### src/rtl/fdiv_pkg.sv
// Shared declarations for the fractional clock divider.
// Assumes nothing beyond IEEE 1800-2017 packages.
package fdiv_pkg;

    // Generator sequencing state: waiting for enable, counting the start
    // delay, or producing output periods.
    typedef enum logic [1:0] {
        GEN_IDLE  = 2'd0,
        GEN_DELAY = 2'd1,
        GEN_RUN   = 2'd2
    } gen_state_t;

endpackage

### src/rtl/fdiv_period_calc.sv
// Computes the length, the high time and the half-cycle extension flag of
// the next output period from the divisor fields. It also owns the
// fractional accumulator, which advances once per loaded period.
// Assumes: divisor and duty bit are synchronous to clk_in; ctl_kill is
// asynchronous and clears the accumulator.
module fdiv_period_calc #(
    parameter int INT_W  = 16,
    parameter int FRAC_W = 16
) (
    input  logic                clk_in,
    input  logic                rst_n,
    input  logic                ctl_kill,
    input  logic                load,
    input  logic [INT_W-1:0]    div_int,
    input  logic [FRAC_W-1:0]   div_frac,
    input  logic                ctl_dc50,
    output logic [INT_W:0]      p_nx,
    output logic [INT_W:0]      h_nx,
    output logic                ext_nx
);
    localparam int CNT_W = INT_W + 1;

    logic [FRAC_W-1:0] acc;
    logic [FRAC_W:0]   sum;
    logic [CNT_W-1:0]  base;

    // Next-period arithmetic: fraction carry, whole-part mapping, high time.
    always_comb begin
        sum = {1'b0, acc} + {1'b0, div_frac};
        if (div_int == '0) begin
            base = CNT_W'(1) << INT_W;
        end else if (div_int == INT_W'(1)) begin
            base = CNT_W'(2);
        end else begin
            base = CNT_W'(div_int);
        end
        p_nx   = base + CNT_W'(sum[FRAC_W]);
        h_nx   = p_nx >> 1;
        ext_nx = ctl_dc50 & p_nx[0];
    end

    // Fractional accumulator: steps once per loaded period, cleared by kill.
    always_ff @(posedge clk_in or posedge ctl_kill) begin
        if (ctl_kill) begin
            acc <= '0;
        end else if (!rst_n) begin
            acc <= '0;
        end else if (load) begin
            acc <= sum[FRAC_W-1:0];
        end
    end

    // any loaded period has a high phase and a low phase.
    a_r3_period_floor: assert property (@(posedge clk_in) disable iff (!rst_n || ctl_kill)
        load |-> (p_nx >= CNT_W'(2)) && (h_nx >= CNT_W'(1)) && (h_nx < p_nx));

endmodule

### src/rtl/fdiv_start_ctl.sv
// Sequences the generator: samples enable, applies the start delay taken
// from the phase field when leaving idle, runs, and stops only at a period
// boundary. It drives the status flag.
// Assumes: ctl_enable and ctl_phase are synchronous to clk_in; ctl_kill is
// asynchronous and released only while ctl_enable is low.
module fdiv_start_ctl
    import fdiv_pkg::*;
#(
    parameter int PH_W = 2
) (
    input  logic             clk_in,
    input  logic             rst_n,
    input  logic             ctl_kill,
    input  logic             ctl_enable,
    input  logic [PH_W-1:0]  ctl_phase,
    input  logic             at_end,
    output logic             start,
    output logic             cont,
    output logic             running,
    output logic             enabled
);
    gen_state_t       state;
    logic             en_q;
    logic [PH_W-1:0]  dly;

    // Decode start, continue and run conditions from the state.
    always_comb begin
        start   = (state == GEN_DELAY) && en_q && (dly == '0);
        cont    = (state == GEN_RUN) && at_end && en_q;
        running = (state == GEN_RUN);
    end

    // Sequencer: idle, start delay, run; kill forces idle at once.
    always_ff @(posedge clk_in or posedge ctl_kill) begin
        if (ctl_kill) begin
            state   <= GEN_IDLE;
            en_q    <= 1'b0;
            dly     <= '0;
            enabled <= 1'b0;
        end else if (!rst_n) begin
            state   <= GEN_IDLE;
            en_q    <= 1'b0;
            dly     <= '0;
            enabled <= 1'b0;
        end else begin
            en_q <= ctl_enable;
            case (state)
                GEN_IDLE: begin
                    if (en_q) begin
                        state <= GEN_DELAY;
                        dly   <= ctl_phase;
                    end
                end
                GEN_DELAY: begin
                    if (!en_q) begin
                        state <= GEN_IDLE;
                    end else if (dly == '0) begin
                        state   <= GEN_RUN;
                        enabled <= 1'b1;
                    end else begin
                        dly <= dly - PH_W'(1);
                    end
                end
                GEN_RUN: begin
                    if (at_end && !en_q) begin
                        state   <= GEN_IDLE;
                        enabled <= 1'b0;
                    end
                end
                default: state <= GEN_IDLE;
            endcase
        end
    end

    // the start delay falls by exactly one per input cycle.
    a_r7_delay_counts_down: assert property (@(posedge clk_in) disable iff (!rst_n || ctl_kill)
        (state == GEN_DELAY && en_q && dly != '0) |=>
            (state == GEN_DELAY && dly == $past(dly) - PH_W'(1)));

endmodule

### src/rtl/fdiv_wave_gen.sv
// Counts input cycles within the current period and forms the output
// waveform. It holds the period parameters loaded at each boundary, adds
// pending nudge cycles to the low phase, and extends the high phase by a
// half cycle through a falling-edge register when the period is odd and
// duty correction is on.
// Assumes: the period parameters satisfy 1 <= high < length; ctl_nudge is
// synchronous to clk_in; ctl_kill is asynchronous.
module fdiv_wave_gen #(
    parameter int CNT_W   = 17,
    parameter int NUDGE_W = 3
) (
    input  logic              clk_in,
    input  logic              rst_n,
    input  logic              ctl_kill,
    input  logic              load,
    input  logic              running,
    input  logic              ctl_nudge,
    input  logic [CNT_W-1:0]  p_nx,
    input  logic [CNT_W-1:0]  h_nx,
    input  logic              ext_nx,
    output logic              at_end,
    output logic              clk_out
);
    logic [CNT_W-1:0]   cnt;
    logic [CNT_W-1:0]   cnt_inc;
    logic [CNT_W-1:0]   p_cur;
    logic [CNT_W-1:0]   h_cur;
    logic               ext_cur;
    logic               hi_pos;
    logic               hi_neg;
    logic               nud_q;
    logic               nud_qq;
    logic               nud_edge;
    logic [NUDGE_W-1:0] pend;
    logic               last_cnt;
    logic               stretch;
    logic               pend_inc;

    // Period-position decode and nudge edge detection.
    always_comb begin
        cnt_inc  = cnt + CNT_W'(1);
        last_cnt = (cnt == p_cur - CNT_W'(1));
        at_end   = running && last_cnt && (pend == '0);
        stretch  = running && last_cnt && (pend != '0);
        nud_edge = nud_q ^ nud_qq;
        pend_inc = nud_edge && (pend != '1);
        clk_out  = hi_pos | hi_neg;
    end

    // Period parameter holding registers, updated only at a boundary.
    always_ff @(posedge clk_in) begin
        if (!rst_n) begin
            p_cur   <= CNT_W'(2);
            h_cur   <= CNT_W'(1);
            ext_cur <= 1'b0;
        end else if (load) begin
            p_cur   <= p_nx;
            h_cur   <= h_nx;
            ext_cur <= ext_nx;
        end
    end

    // Cycle counter and rising-edge-timed output level.
    always_ff @(posedge clk_in or posedge ctl_kill) begin
        if (ctl_kill) begin
            cnt    <= '0;
            hi_pos <= 1'b0;
        end else if (!rst_n) begin
            cnt    <= '0;
            hi_pos <= 1'b0;
        end else if (load) begin
            cnt    <= '0;
            hi_pos <= 1'b1;
        end else if (running && !last_cnt) begin
            cnt    <= cnt_inc;
            hi_pos <= (cnt_inc < h_cur);
        end else if (stretch) begin
            hi_pos <= 1'b0;
        end else begin
            cnt    <= '0;
            hi_pos <= 1'b0;
        end
    end

    // Nudge synchroniser and pending-cycle count, emptied whenever not running.
    always_ff @(posedge clk_in or posedge ctl_kill) begin
        if (ctl_kill) begin
            nud_q  <= 1'b0;
            nud_qq <= 1'b0;
            pend   <= '0;
        end else if (!rst_n) begin
            nud_q  <= 1'b0;
            nud_qq <= 1'b0;
            pend   <= '0;
        end else begin
            nud_q  <= ctl_nudge;
            nud_qq <= nud_q;
            if (!running) begin
                pend <= '0;
            end else if (pend_inc && !stretch) begin
                pend <= pend + NUDGE_W'(1);
            end else if (stretch && !pend_inc) begin
                pend <= pend - NUDGE_W'(1);
            end
        end
    end

    // Half-cycle extension register for odd periods with duty correction.
    always_ff @(negedge clk_in or posedge ctl_kill) begin
        if (ctl_kill) begin
            hi_neg <= 1'b0;
        end else if (!rst_n) begin
            hi_neg <= 1'b0;
        end else begin
            hi_neg <= hi_pos & ext_cur;
        end
    end

    // the count never leaves the current period.
    a_r1_cnt_in_period: assert property (@(posedge clk_in) disable iff (!rst_n || ctl_kill)
        running |-> (cnt < p_cur));

    // period parameters stay put unless a new period is loaded.
    a_r6_divisor_held: assert property (@(posedge clk_in) disable iff (!rst_n || ctl_kill)
        (running && !load) |=> $stable(p_cur) && $stable(h_cur) && $stable(ext_cur));

    // a pending nudge holds the last count one extra low cycle.
    a_r11_nudge_stretch: assert property (@(posedge clk_in) disable iff (!rst_n || ctl_kill)
        (running && last_cnt && pend != '0) |=> (cnt == $past(cnt)) && !hi_pos);

endmodule

### src/rtl/frac_clk_div.sv
// Top level of the fractional clock divider. It connects the sequencer,
// the period calculator and the waveform generator.
// Assumes: clk_in is the single, already selected source; every control
// except ctl_kill is synchronous to clk_in; ctl_kill is released only
// while ctl_enable is low.
module frac_clk_div #(
    parameter int INT_W   = 16,
    parameter int FRAC_W  = 16,
    parameter int PH_W    = 2,
    parameter int NUDGE_W = 3
) (
    input  logic               clk_in,
    input  logic               rst_n,
    input  logic               ctl_enable,
    input  logic               ctl_kill,
    input  logic               ctl_dc50,
    input  logic [PH_W-1:0]    ctl_phase,
    input  logic               ctl_nudge,
    input  logic [INT_W-1:0]   div_int,
    input  logic [FRAC_W-1:0]  div_frac,
    output logic               clk_out,
    output logic               enabled
);
    localparam int CNT_W = INT_W + 1;

    logic             start;
    logic             cont;
    logic             running;
    logic             at_end;
    logic             load;
    logic [CNT_W-1:0] p_nx;
    logic [CNT_W-1:0] h_nx;
    logic             ext_nx;

    // A new period is loaded on a start or on an uninterrupted boundary.
    always_comb load = start | cont;

    fdiv_start_ctl #(.PH_W(PH_W)) u_seq (
        .clk_in     (clk_in),
        .rst_n      (rst_n),
        .ctl_kill   (ctl_kill),
        .ctl_enable (ctl_enable),
        .ctl_phase  (ctl_phase),
        .at_end     (at_end),
        .start      (start),
        .cont       (cont),
        .running    (running),
        .enabled    (enabled)
    );

    fdiv_period_calc #(.INT_W(INT_W), .FRAC_W(FRAC_W)) u_calc (
        .clk_in   (clk_in),
        .rst_n    (rst_n),
        .ctl_kill (ctl_kill),
        .load     (load),
        .div_int  (div_int),
        .div_frac (div_frac),
        .ctl_dc50 (ctl_dc50),
        .p_nx     (p_nx),
        .h_nx     (h_nx),
        .ext_nx   (ext_nx)
    );

    fdiv_wave_gen #(.CNT_W(CNT_W), .NUDGE_W(NUDGE_W)) u_wave (
        .clk_in    (clk_in),
        .rst_n     (rst_n),
        .ctl_kill  (ctl_kill),
        .load      (load),
        .running   (running),
        .ctl_nudge (ctl_nudge),
        .p_nx      (p_nx),
        .h_nx      (h_nx),
        .ext_nx    (ext_nx),
        .at_end    (at_end),
        .clk_out   (clk_out)
    );

    // the status rises together with the first output pulse.
    a_r12_enabled_with_edge: assert property (@(posedge clk_in) disable iff (!rst_n)
        $rose(enabled) |-> clk_out);

    // nothing toggles while kill is held.
    a_r10_killed_quiet: assert property (@(posedge clk_in) disable iff (!rst_n)
        ctl_kill |-> (!enabled && !clk_out));

    // input rule, kill is released only with enable already low.
    a_r10_release_after_disable: assert property (@(posedge clk_in) disable iff (!rst_n)
        $fell(ctl_kill) |-> !ctl_enable);

    // the generator stops only while the output is low.
    a_r9_stop_low: assert property (@(posedge clk_in) disable iff (!rst_n)
        $fell(enabled) |-> !clk_out);

endmodule

### config.mk
export PLATFORM = sky130hd
export DESIGN_NAME = frac_clk_div
export DESIGN_NICKNAME = d
export VERILOG_FILES = /design/src/rtl/fdiv_pkg.sv /design/src/rtl/fdiv_period_calc.sv /design/src/rtl/fdiv_start_ctl.sv /design/src/rtl/fdiv_wave_gen.sv /design/src/rtl/frac_clk_div.sv
export SDC_FILE = /design/constraint.sdc
export NUM_CORES = 1
export LEC_CHECK = 0
export BUFFER_PORTS_ARGS = -buffer_cell sky130_fd_sc_hd__buf_2
export CORE_MARGIN = 5
export CORE_UTILIZATION = 53
export CTS_CLUSTER_DIAMETER = 100
export DETAILED_ROUTE_END_ITERATION = 10
export PLACE_DENSITY = 0.8
export RECOVER_POWER = 50
export SLEW_MARGIN = 5
export SYNTH_ARGS = -nofsm -noshare
export SYNTH_HDL_FRONTEND = slang
export SYNTH_SLANG_ARGS = --single-unit
### constraint.sdc
create_clock -name clk_in -period 11 [get_ports clk_in]
set_input_delay 2.2 -clock clk_in [delete_from_list [all_inputs] [get_ports clk_in]]
set_output_delay 2.2 -clock clk_in [all_outputs]
set_load 0.03 [all_outputs]
Yosys cells after proc, flatten, opt, wreduce, memory -nomap -nowiden:

Cells that the tools add are included.

* flip-flop bits (word level): 80
* bits of input ports: 40
* output and inout port bits: 2
* word-level logic and storage cells: 102

* add/subtract/negate cells: 7
* order comparisons: 1
* eq/ne operators: 16
* mux-type cells: 35
* bitwise logic cells: 5
* reduce and logical (&&, ||, !) cells: 24

Operators with widths (count)
* 17-bit two-way mux: 5
* 16-bit two-way mux: 3
* 2-bit two-way mux: 9
* 16-bit by 16-bit adder with 17-bit output: 1
* 17-bit by 1-bit adder with 17-bit output: 1
* 17-bit by 1-bit adder with 17-bit output, second input constant: 1
* 17-bit == test: 1
* 17-bit by 16-bit less-than comparator with 1-bit output: 1
* 17-bit by 1-bit subtractor with 17-bit output, second input constant: 1
* 16-bit by 1-bit == test with 1-bit output, second input constant: 1
* 16-bit logical NOT: 1
* 1-bit logical AND: 12
* 3-bit two-way mux: 4
* 3-bit inequality test, second input constant: 4
* 4-bit inequality test, second input constant: 3
* 1-bit two-way mux: 11
* 4-bit AND reduction: 2
* 3-bit by 1-bit inequality test with 1-bit output, second input constant: 2
* 3-bit by 2-bit inequality test with 1-bit output, second input constant: 2
* 2-bit one-hot mux with 3 select lines: 1
* 1-bit logical NOT: 4
* 2-bit logical NOT: 2
* 2-bit one-hot mux with 2 select lines: 1
* 3-bit by 1-bit adder with 3-bit output, second input constant: 1
* other kinds (12): 14

Longest topological paths before layout:

* depth in word-level cells: 9
* depth in mapped cells: 17

Modules after synthesis:

Synthesis repeated with hierarchy kept, for this count alone.

* cells, all modules: 722
* area total of the unflattened synthesis: 6253.5 um2

By module, submodules not included
* fdiv_wave_gen: instances 1, cells an instance 450, area each 3957.5 um2, sequential area each 1301.2 um2
* fdiv_period_calc: instances 1, cells an instance 238, area each 1950.6 um2, sequential area each 400.4 um2
* fdiv_start_ctl: instances 1, cells an instance 33, area each 339.1 um2, sequential area each 150.1 um2
* frac_clk_div: instances 1, cells an instance 1, area each 6.3 um2, sequential area each 0.0 um2

==> metrics.txt <==
# TYPE chip_impl_metric gauge
chip_impl_metric{name="post_drt_wl_per_cell",unit="um"} 16.5
chip_impl_metric{name="post_cts.resized_instances",unit=""} 0
chip_impl_metric{name="power.total",unit="uW"} 518
chip_impl_metric{name="htreeDepth",unit=""} 3
chip_impl_metric{name="power.static_leakage",unit="uW"} 0.00230
chip_impl_metric{name="synthArstFlopShare",unit="%"} 71.9
chip_impl_metric{name="grtUsageTotal",unit="%"} 21.9
chip_impl_metric{name="timing.critical_path.arrival",unit="ps"} 3530
chip_impl_metric{name="cts_hold_buffers",unit=""} 0
chip_impl_metric{name="r2r_cells",unit=""} 1
chip_impl_info{name="critPathCaptureType",value="asynchronous set/reset pin"} 1
chip_impl_info{name="synth.largest_area_cell",value="sky130_fd_sc_hd__dfrtp_1"} 1
chip_impl_metric{name="floorplan.die.height",unit="um"} 107
chip_impl_metric{name="number_of_inserted_diodes",unit=""} 0
chip_impl_metric{name="synth_largest_type_area_fraction",unit="%"} 22.7
chip_impl_metric{name="power.switching_fraction",unit="%"} 25.9
chip_impl_info{name="hold_path_class",value="flip-flop to flip-flop"} 1
chip_impl_metric{name="ff2ff_setup_slack",unit="ps"} 4810
chip_impl_metric{name="area_growth",unit="%"} 8.72
chip_impl_metric{name="finalWeightedCongestion",unit=""} 0.904
chip_impl_metric{name="synth_area_per_cell",unit="um2"} 8.38
chip_impl_info{name="critical_path.reg2reg.startpoint",value="u_wave.hi_pos$_DFF_PP0_"} 1
chip_impl_info{name="tritoncts",value="done"} 1
chip_impl_info{name="critical_path_cell_sequence",value="buf_2 -> inv_1"} 1
chip_impl_metric{name="maximum_capacitance_violations",unit=""} 3
chip_impl_metric{name="postSynthNetCount",unit=""} 670
chip_impl_metric{name="floorplan.initialDensity",unit="%"} 53.9
chip_impl_metric{name="ant_nets",unit=""} 0
chip_impl_metric{name="grt_pass1_vias",unit=""} 4454
chip_impl_metric{name="required",unit="ps"} 5720
chip_impl_metric{name="first_iter_violations",unit=""} 307
chip_impl_metric{name="die_area",unit="mm2"} 0.0114
chip_impl_metric{name="antenna_found_initial",unit=""} 0
chip_impl_metric{name="post_synth_instance_area",unit="mm2"} 0.00495
chip_impl_info{name="synthTopCellsByArea",value="sky130_fd_sc_hd__dfrtp_1 23%, sky130_fd_sc_hd__ha_1 9.3%, sky130_fd_sc_hd__dfxtp_1 7.3%"} 1
chip_impl_metric{name="global_route.overflow_total",unit=""} 0
chip_impl_metric{name="route.vias.total",unit=""} 4491
chip_impl_metric{name="drt-vias-per-instance",unit=""} 6.12
chip_impl_metric{name="timing_hold_violations_final",unit=""} 0
chip_impl_metric{name="post_cts.repair.setup_buffers",unit=""} 0
chip_impl_info{name="hold-path-endpoint",value="u_wave.ext_cur$_SDFFE_PN0P_"} 1
chip_impl_info{name="postSynth.topFlopCell",value="sky130_fd_sc_hd__dfrtp_1"} 1
chip_impl_metric{name="slew_worst_pin",unit="ps"} 1740
chip_impl_info{name="critPathKind",value="input port to asynchronous set/reset pin"} 1
chip_impl_info{name="family_with_the_most_delay_on_the_worst_path",value="buffers and inverters"} 1
chip_impl_metric{name="worst_skew_pair.late_latency",unit="ps"} 340
chip_impl_metric{name="final-max-slew-violation-count",unit=""} 94
chip_impl_metric{name="maxSlewHeadroom",unit="%"} -16.4
chip_impl_info{name="cp_slowest_cell",value="sky130_fd_sc_hd__inv_1"} 1
chip_impl_metric{name="total_switching_power",unit="uW"} 134
chip_impl_metric{name="clk_path_buf_depth",unit=""} 2
chip_impl_metric{name="share_comb_of_total_power",unit="%"} 12.6
chip_impl_metric{name="synthDistinctLibCells",unit=""} 63
chip_impl_metric{name="cts_inserted_buffers",unit=""} 9
chip_impl_metric{name="grt_first_pass_wirelength",unit="um"} 20600
chip_impl_metric{name="floorplan.io_pins",unit=""} 42
chip_impl_metric{name="ff_latch_area",unit="mm2"} 0.00151
chip_impl_metric{name="layout_cells_sized_above_1",unit="%"} 10.4
chip_impl_metric{name="seq_area_frac_synth",unit="%"} 30.5
chip_impl_metric{name="drc",unit=""} 0
chip_impl_metric{name="core",unit="mm2"} 0.00920
chip_impl_metric{name="placement.io_buffers",unit=""} 41
chip_impl_metric{name="timing.hold.worst_path_depth",unit=""} 2
chip_impl_metric{name="finish.cell_count_without_fillers",unit=""} 734
chip_impl_info{name="result_of_the_run",value="finished, violations left"} 1
chip_impl_metric{name="nNetsFinal",unit=""} 697
chip_impl_metric{name="seq_power_share",unit="%"} 46.7
chip_impl_metric{name="critPathMaxStageDelay",unit="ps"} 1230
chip_impl_metric{name="dp.cells",unit=""} 718
chip_impl_metric{name="ys_warn_count",unit=""} 0
chip_impl_info{name="failed_checks",value="max-capacitance violations, max-slew violations"} 1
chip_impl_info{name="timing.critical_path.from_type",value="input port"} 1
chip_impl_metric{name="tns",unit="ps"} 0
chip_impl_metric{name="postSynthCellCount",unit=""} 591
chip_impl_metric{name="clock-skew-final",unit="ps"} 11.9
chip_impl_metric{name="multi_input_comb_area",unit="mm2"} 0.00318
chip_impl_metric{name="wl",unit="um"} 12100
chip_impl_metric{name="core.rowCount",unit=""} 35
chip_impl_info{name="crit-reg2reg-capture",value="u_wave.hi_neg$_DFF_NP0_"} 1
chip_impl_metric{name="cts.reportedPaths.clkPinSlew",unit="ps"} 70
chip_impl_info{name="timing.hold.worst.start",value="u_wave.ext_cur$_SDFFE_PN0P_"} 1
chip_impl_info{name="clk_tree_root_cell",value="sky130_fd_sc_hd__clkbuf_8"} 1
chip_impl_metric{name="power_frac_clock",unit="%"} 40.8
chip_impl_metric{name="synth_edf_count",unit=""} 0
chip_impl_metric{name="grt_max_degree",unit=""} 52
chip_impl_metric{name="synth-seq-cells",unit=""} 64
chip_impl_metric{name="hpwlAfterDp",unit="um"} 8830
chip_impl_metric{name="peakVddDrop",unit="uV"} 85.5
chip_impl_metric{name="power_density",unit="mW/mm2"} 96.2
chip_impl_metric{name="cts.sink_count",unit=""} 64
chip_impl_metric{name="worst-path-max-fanout",unit=""} 46
chip_impl_metric{name="final-setup-viol-count",unit=""} 0
chip_impl_metric{name="fillers",unit=""} 814
chip_impl_metric{name="path_buf_inv",unit=""} 2
chip_impl_metric{name="chipWidth",unit="um"} 107
chip_impl_metric{name="detailedRoute.firstPassIterationCount",unit=""} 4
chip_impl_info{name="grt_setup_unrepaired",value="no"} 1
chip_impl_metric{name="whs",unit="ps"} 463
chip_impl_metric{name="internal_power",unit="uW"} 384
power by group through the flow:
stage | registers (uW) | clock network [uW] | logic, uW
after floorplan | 245 | 0 | 44.7
after global placement | 246 | 0 | 62.1
after detailed placement | 246 | 0 | 64.7
after CTS | 242 | 213 | 65.5
after global routing | 242 | 225 | 73.0
final | 242 | 211 | 65.1
cells in the final DEF (no fill, tap or decap), types with 3 or more instances in the layout:
cell type / count
sky130_fd_sc_hd__nor3_1: 14
sky130_fd_sc_hd__nand2b_1: 7
sky130_fd_sc_hd__a21o_1: 6
sky130_fd_sc_hd__clkbuf_1: 4
sky130_fd_sc_hd__a211oi_1: 27
sky130_fd_sc_hd__o21bai_1: 5
sky130_fd_sc_hd__a21oi_1: 36
sky130_fd_sc_hd__o211ai_1: 6
sky130_fd_sc_hd__nor4_1: 8
sky130_fd_sc_hd__mux2i_1: 3
sky130_fd_sc_hd__buf_2: 39
sky130_fd_sc_hd__ha_1: 37
sky130_fd_sc_hd__o21ai_0: 14
sky130_fd_sc_hd__a22oi_1: 11
sky130_fd_sc_hd__o21a_1: 3
sky130_fd_sc_hd__inv_1: 32
sky130_fd_sc_hd__o221ai_1: 3
sky130_fd_sc_hd__and2_1: 6
sky130_fd_sc_hd__xnor2_1: 35
sky130_fd_sc_hd__nand2_1: 49
sky130_fd_sc_hd__or3_1: 9
sky130_fd_sc_hd__nand4_1: 9
sky130_fd_sc_hd__or2_2: 4
sky130_fd_sc_hd__nand3_1: 22
sky130_fd_sc_hd__clkbuf_8: 13
sky130_fd_sc_hd__nor2_1: 56
sky130_fd_sc_hd__o311ai_0: 3
sky130_fd_sc_hd__dfxtp_1: 18
sky130_fd_sc_hd__and3_1: 16
sky130_fd_sc_hd__dfrtp_1: 45
sky130_fd_sc_hd__xor2_1: 28
sky130_fd_sc_hd__or4_1: 3
sky130_fd_sc_hd__a311oi_1: 5
sky130_fd_sc_hd__nor2b_1: 7
metal layers:
layer  global-route usage [%]  routed length [um]
met1                     28.1                5300
met2                     37.2                5800
met3                     3.79                 635
met4                     7.76                 334
met5                        0                   0
worst max-delay path by stage:
stage / to / start / slack, ps / cells past startpoint
2_1_floorplan: u_wave.hi_neg$_DFF_NP0_ / ctl_kill / 2310 / 1
5_1_grt: u_wave.hi_neg$_DFF_NP0_ / ctl_kill / 1770 / 2
4_1_cts: clk_out / u_wave.hi_neg$_DFF_NP0_ / 2180 / 2
3_3_place_gp: u_wave.hi_neg$_DFF_NP0_ / ctl_kill / 2520 / 2
6_report: u_wave.hi_neg$_DFF_NP0_ / ctl_kill / 2190 / 2
3_5_place_dp: u_wave.hi_neg$_DFF_NP0_ / ctl_kill / 2510 / 2
cells in the mapped netlist (7+ instances only):
library cell,number
sky130_fd_sc_hd__nand3_1,22
sky130_fd_sc_hd__xnor2_1,35
sky130_fd_sc_hd__and2_1,8
sky130_fd_sc_hd__xor2_1,28
sky130_fd_sc_hd__nor4_1,7
sky130_fd_sc_hd__or3_1,9
sky130_fd_sc_hd__nor3_1,14
sky130_fd_sc_hd__a21oi_1,36
sky130_fd_sc_hd__nor2b_1,7
sky130_fd_sc_hd__clkbuf_1,14
sky130_fd_sc_hd__dfxtp_1,18
sky130_fd_sc_hd__nand4_1,9
sky130_fd_sc_hd__nand2_1,49
sky130_fd_sc_hd__nand2b_1,7
sky130_fd_sc_hd__buf_2,10
sky130_fd_sc_hd__and3_1,16
sky130_fd_sc_hd__dfrtp_1,45
sky130_fd_sc_hd__inv_1,32
sky130_fd_sc_hd__ha_1,37
sky130_fd_sc_hd__a211oi_1,27
sky130_fd_sc_hd__nor2_1,56
sky130_fd_sc_hd__o21ai_0,14
sky130_fd_sc_hd__a22oi_1,11
stage by stage:
step / utilization (%) / instance area, um2 / setup WS [ps]
2_1_floorplan: - / 4950 / 2310
3_3_place_gp: 56.4 / 5190 / 2520
3_5_place_dp: 56.4 / 5190 / 2510
4_1_cts: 58.7 / 5400 / 2180
5_1_grt: 58.5 / 5380 / 1770
6_report: 58.5 / 5380 / 2190
kinds of logic after synthesis:
kind of cell	Yosys count	share of synthesized area, %
muxes	3	0.606
AOI/OAI and AO/OA	141	20.1
buffers and inverters	61	5.03
xor gates and xnor gates	63	11.1
adders and majority gates	39	10.2
and+or+nand+nor	220	22.5
DFF	64	30.5
cell type report:
| cell class | count | share of cell area [%] |
|---|---|---|
| timing repair buffer | 43 | 3.97 |
| clock inverter | 1 | 0.0930 |
| sequential | 64 | 28.1 |
| tap | 111 | 2.58 |
| inverter | 34 | 2.37 |
| clock buffer | 15 | 3.86 |
| multi-input combinational | 466 | 59.1 |
flip-flops by register name, indices dropped and copies added, names as in the netlist, 2 cells and up:
register	count
u_wave.pend	3
u_seq.state	2
u_wave.cnt	17
u_wave.p_cur	16
u_seq.dly	2
u_calc.acc	16
Power figures use the tool's default switching activity.
